--- src/rtl/acc_cpu.sv ---
module acc_cpu #(
  parameter int AW = 12,
  parameter int OW = 4
) (
  input  logic              clk,
  input  logic              rst,
  output logic [AW-1:0]     mem_addr,
  output logic [OW+AW-1:0]  mem_wdata,
  input  logic [OW+AW-1:0]  mem_rdata,
  output logic              mem_re,
  output logic              mem_we,
  output logic              halted
);
  localparam int DW = OW + AW;
  localparam logic [OW-1:0] OP_LOAD  = OW'(1);
  localparam logic [OW-1:0] OP_STORE = OW'(2);
  localparam logic [OW-1:0] OP_ADD   = OW'(3);
  localparam logic [OW-1:0] OP_SUB   = OW'(4);
  localparam logic [OW-1:0] OP_JUMP  = OW'(5);

  typedef enum logic [3:0] {
    S_FA, S_FW, S_FM, S_FC, S_DEC, S_OW, S_OM, S_EX, S_SM, S_SW, S_UPD, S_HALT
  } state_t;

  state_t        st;
  logic [AW-1:0] pc, mar;
  logic [DW-1:0] mdr, cir, acc;

  wire [OW-1:0] opc   = cir[DW-1 -: OW];
  wire [AW-1:0] field = cir[AW-1:0];

  assign mem_addr  = mar;
  assign mem_wdata = mdr;
  assign mem_re    = (st == S_FW) || (st == S_OW);
  assign mem_we    = (st == S_SW);
  assign halted    = (st == S_HALT);

  always_ff @(posedge clk) begin
    if (rst) begin
      st  <= S_FA;
      pc  <= '0;
      mar <= '0;
      mdr <= '0;
      cir <= '0;
      acc <= '0;
    end else begin
      case (st)
        S_FA: begin
          mar <= pc;
          st  <= S_FW;
        end
        S_FW: st <= S_FM;
        S_FM: begin
          mdr <= mem_rdata;
          st  <= S_FC;
        end
        S_FC: begin
          cir <= mdr;
          st  <= S_DEC;
        end
        S_DEC: begin
          case (opc)
            OP_LOAD, OP_ADD, OP_SUB: begin
              mar <= field;
              st  <= S_OW;
            end
            OP_STORE: begin
              mar <= field;
              st  <= S_SM;
            end
            OP_JUMP: begin
              pc <= field;
              st <= S_FA;
            end
            default: st <= S_HALT;
          endcase
        end
        S_OW: st <= S_OM;
        S_OM: begin
          mdr <= mem_rdata;
          st  <= S_EX;
        end
        S_EX: begin
          case (opc)
            OP_ADD:  acc <= acc + mdr;
            OP_SUB:  acc <= acc - mdr;
            default: acc <= mdr;
          endcase
          st <= S_UPD;
        end
        S_SM: begin
          mdr <= acc;
          st  <= S_SW;
        end
        S_SW: st <= S_UPD;
        S_UPD: begin
          pc <= pc + AW'(1);
          st <= S_FA;
        end
        default: st <= S_HALT;
      endcase
    end
  end
endmodule

--- config.mk ---
export PLATFORM = sky130hd
export DESIGN_NAME = acc_cpu
export DESIGN_NICKNAME = d
export VERILOG_FILES = /design/src/rtl/acc_cpu.sv
export SDC_FILE = /design/constraint.sdc
export NUM_CORES = 1
export LEC_CHECK = 0
export ABC_CLOCK_PERIOD_IN_PS = 7600
export BUFFER_PORTS_ARGS = -buffer_cell sky130_fd_sc_hd__buf_2
export CORE_ASPECT_RATIO = 0.6
export CORE_MARGIN = 2
export CORE_UTILIZATION = 45
export DETAILED_ROUTE_END_ITERATION = 6
export PLACE_DENSITY = 0.73
export SLEW_MARGIN = 30
export SYNTH_ARGS = -nofsm -noshare
export SYNTH_HDL_FRONTEND = slang
export SYNTH_SLANG_ARGS = --single-unit
--- constraint.sdc ---
create_clock -name clk -period 7.6 [get_ports clk]
set_input_delay 0.76 -clock clk [delete_from_list [all_inputs] [get_ports clk]]
set_output_delay 0.76 -clock clk [all_outputs]
set_load 0.05 [all_outputs]
# After elaboration in Yosys (flattened, before gate mapping)
# Cells that the tools add are included.
# totals
ff_bits,76
input_bits,18
# classes
addsub,3
n_eq_ne,18
muxes,8
n_reduce_logical,11
# op_table
operator,count
16-bit case mux with 2 select lines,2
12-bit case mux with 2 select lines,2
4-bit case mux with 10 select lines,1
4-bit by 3-bit equality test with 1-bit output (second input constant),6
12-bit two-way mux,2
16-bit adder,1
4-bit by 2-bit equality test with 1-bit output (second input constant),4
4-bit equality test (second input constant),4
16-bit subtractor,1
12-bit by 1-bit adder with 12-bit output (second input constant),1
4-bit case mux with 3 select lines,1
4-bit by 1-bit equality test with 1-bit output (second input constant),2
2-bit nonzero test,3
4-bit logical NOT,1
2-bit != test (second input constant),2
2-bit AND reduction,2
2-bit OR reduction,2
4-bit OR reduction,1
3-bit OR reduction,1
1-bit logical OR,1

# Depth between registers and ports, before layout
# depth
depth_word,4
depth_mapped,14
ltp_nobuf,14

# Worst setup path before layout
# OpenSTA, ideal clock, no wires.
# synth_path
path_type,register to register
start,register mdr[3] (netlist: mem_wdata[3])
end,register acc[14]
setup_ns,0.074
t_arrival_ns,3.231
t_required_ns,7.526
setup_slack_ns,4.294
path_stages_with_launch,14
path_buffers,1
cell_sequence,dfxtp_1 clkbuf_1 nor4_1 nand2b_1 nor2_1 a21oi_1 xnor2_1 ha_1 and3_1 and3_1 a211oi_1 nand2_1 o31a_1 a31oi_1
# synth_via
elab_chain_len,2
word_cells_on_any_way,3
cone_classes,add/sub: 2; mux: 1
# synth_rtl
item,line,source
start: declaration,27,"logic [DW-1:0] mdr, cir, acc;"
start signal: assignment,54,mdr <= mem_rdata;
start signal: assignment,80,mdr <= mem_rdata;
16-bit subtractor or 16-bit adder (tied branches),"86, 85",
16-bit case mux with 2 select lines (*),84,case (opc)
end signal: assignment,85,OP_ADD: acc <= acc + mdr;
end signal: assignment,86,OP_SUB: acc <= acc - mdr;
end signal: assignment,87,default: acc <= mdr;
end: declaration,27,
# Every way passes the cells marked *; elsewhere a longest branch is shown, timed or not.
# A chain may end at the register's enable or synchronous reset.

# Worst setup path in the final report
# layout_path
start,register cir[14]
end,register acc[14]
# layout_via
elab_chain_len,2
word_cells_on_any_way,3
cone_classes,eq/ne: 2; mux: 1
# layout_rtl
item,line,source
start: declaration,27,
start signal: assignment,58,cir <= mdr;
4-bit by 3-bit equality test with 1-bit output or 4-bit by 2-bit equality test with 1-bit output (tied branches),84,
16-bit case mux with 2 select lines (*),84,
# Marks and branches as above.

==> flow_summary.ini <==
[critical_path]
critPathCapture = acc[14]
worstSetupPathType = register to register
worst_r2r_endpoint = acc[14]
cpMostUsedCell = and3_1
r2r_slack_ns = 3.74
cp_cell_sequence = or2b_1 > nor3_1 > a21oi_1 > xnor2_1 > ha_1 > and3_1 > and3_1 > a211oi_1 > nand2_1 > o31a_1 > a31oi_1
crit_start = cir[14]
critPathMaxStageDelay_ns = 0.72
required_ns = 7.87
path_max_fanout = 9
start_kind = register
slowest_stage = a211oi_1
reg2regPathDepth = 11
crit_arrival_ns = 4.13
end_kind = register
worstReg2RegStart = cir[14]

[detailed_routing]
routedWlPerCell_um = 17.0
drtIter0Drc = 327
wl_um = 13000
vias = 4508
drt_pass1_iterations = 5
drc_errors = 0
ant_nets = 0
vias_per_cell = 5.91

[yosys]
syn_inst = 600
synth_area_leader_cell = dfxtp_1
synthMuxAreaShare_pct = 3.07
syn_area_um2 = 4560
syn_area_per_cell_um2 = 7.61
yosysSeqAreaShare_pct = 33.3
ys.warnings.count = 0
synth_top_family_by_area = compound AO/OA/AOI/OAI gates
synth_compound_area_share_pct = 25.8
ys_async_sr_fraction_pct = 0
synth-main-ff-cell = dfxtp_1
ys_ff_latch = 76
synth_fa_ha_area_share_pct = 5.10
synth_xor_area_share_pct = 4.61
yosys.area_share.simple_pct = 23.5
synth.distinct_cells = 53
synth.area.top_cells = dfxtp_1 (33%), a21oi_1 (8.1%), nand2_1 (8.0%), nor2_1 (5.3%), ha_1 (4.7%)
synth_edf_count = 0
synth_fp_nets = 636
yosys.area.top_type_share_pct = 33.3

[sta]
slew_viol_final = 0
fmax_mhz = 259
final.setup_skew_ns = 0.00705
rsz0062_at_grt = no
finalHoldViolCount = 0
min_period_ns = 3.86
totalNegativeSetupSlack_ns = 0
relSlewSlack_pct = 35.4
tightest_slew_ns = 0.970
finalSetupViolCount = 0
fin_crit_sh_pct = 50.8

[place]
place_area_um2 = 4850
dp_hpwl_um = 9250
io_buffers = 48
globalplace.congestion = 0.923

[worst_hold_path]
min-delay-path-class = register to register

[clock_network]
htree_num_levels = 3
cts_sinks = 76
cts_hold_buf = 0
cts_setup_buffers = 0
cts_root_buffer = clkbuf_16
path_clk_slew_ns = 0.06
clock_latency_ns = 0.35
cts_buffer_depth = 2
cts_tree = built
cts_resized = 0
numCtsBuffers = 9

[power_and_ir_drop]
total_leakage_power_uw = 0.00195
clkPwrFrac_pct = 29.4
p_sw_uw = 666
p_sw_share_pct = 40.4
seqPwrFrac_pct = 29.5
ir_worst_vdd_uv = 209
cellPowerDensity_nw_per_um2 = 318
power_frac_comb_pct = 41.1
p_int_uw = 984

[floorplanning]
rows = 28
initial_utilization_pct = 46.4
die_area_um2 = 11000
die_w_um = 134
core_um2 = 9840
die_y_um = 82
io_pins = 49

[status]
outcome = complete, no violations

[finish]
drive_gt1_share_pct = 13.5
area_growth_pct = 13.7
finalInstanceArea_um2 = 5190
final_common_cell = nand2_1
mostFrequentLayoutCells = nand2_1 (97), dfxtp_1 (76), a21oi_1 (74)
nets = 659
diodes = 0

[global_route]
grt_max_degree = 73
grt_pass1_vias = 4179
grt_pass1_wl_um = 21100
grt.overflow.total = 0
grt_use_total_pct = 24.4
antenna_found_initial = 0

[run]
maxCapViolations = 0
## registers in the layout, indices dropped and copies added, names as in the netlist
signal     count
mem_wdata     16
cir           16
pc            12
acc           16
st             4
mem_addr      12
## worst max-delay path, delay by kind of cell (launching register included)
family	cells	cell delay, ns
xor+xnor	1	0.17
flops	1	0.44
simple gates	5	1.49
fa+ha+maj	1	0.36
compound gates	4	1.33
## power groups by stage
stage / logic, uW / registers (uW) / clock network [uW]
2_1_floorplan: 454 / 569 / 0
3_3_place_gp: 655 / 492 / 0
3_5_place_dp: 666 / 494 / 0
4_1_cts: 672 / 485 / 489
5_1_grt: 749 / 492 / 508
6_report: 678 / 486 / 486
## logic make-up (layout without fill, tap and decap cells)
| family | after synthesis | count (layout) |
|---|---|---|
| multiplexers | 14 | 14 |
| buffers and inverters | 50 | 78 |
| flip-flops | 76 | 76 |
| AND/OR/NAND/NOR | 238 | 238 |
| adder cells (fa/ha/maj) | 18 | 18 |
| AO/OA/AOI/OAI | 180 | 180 |
| XOR/XNOR | 24 | 24 |
## per-stage QoR
stage	cells	hold slack [ns]	setup slack, ns	util, %	power, uW
after floorplan	600	0.445	4.29	-	1020
after global placement	747	0.467	4.08	49.2	1150
after detailed placement	747	0.475	3.82	49.2	1160
after CTS	763	0.481	3.80	52.6	1650
after global routing	763	0.501	3.50	52.7	1750
final	763	0.478	3.74	52.7	1650
## final cells by class
type,count,area (um2)
Timing Repair Buffer,53,278
Clock inverter,4,70.1
Multi-Input combinational cell,474,2850
Clock buffer,12,267
Inverter,9,33.8
Sequential cell,76,1520
Fill cell,924,4650
Tap cell,135,169
## how the worst min path moves through the flow
stage	endpoint	slack (ns)	start	cells past startpoint
finish	cir[6]	0.48	cir[6]	2
global route	cir[6]	0.50	cir[6]	2
CTS	cir[6]	0.48	cir[6]	2
detailed placement	cir[6]	0.48	cir[6]	2
global placement	pc[10]	0.47	pc[10]	2
floorplan	pc[8]	0.44	cir[8]	2
## per-layer routing
metal	up-vias	wire, um	GRT usage [%]
met5	-	0	0
met4	0	175	6.06
met3	22	918	7.72
met2	169	5410	36.4
met1	2123	6480	34.1
li1	2194	-	-
## cells in the mapped netlist, types with 5 or more instances
library cell	n
inv_1	9
a21oi_1	74
buf_2	8
o21ai_0	31
a211oi_1	6
nor2_1	64
o22ai_1	6
nand3_1	13
nand2_1	97
o211ai_1	5
a311oi_1	15
ha_1	17
dfxtp_1	76
a211oi_2	8
nor3_1	19
mux2i_1	14
a22oi_1	5
and3_1	9
xor2_1	9
xnor2_1	15
clkbuf_1	31
nand2b_1	11
Power figures use the tool's default switching activity.
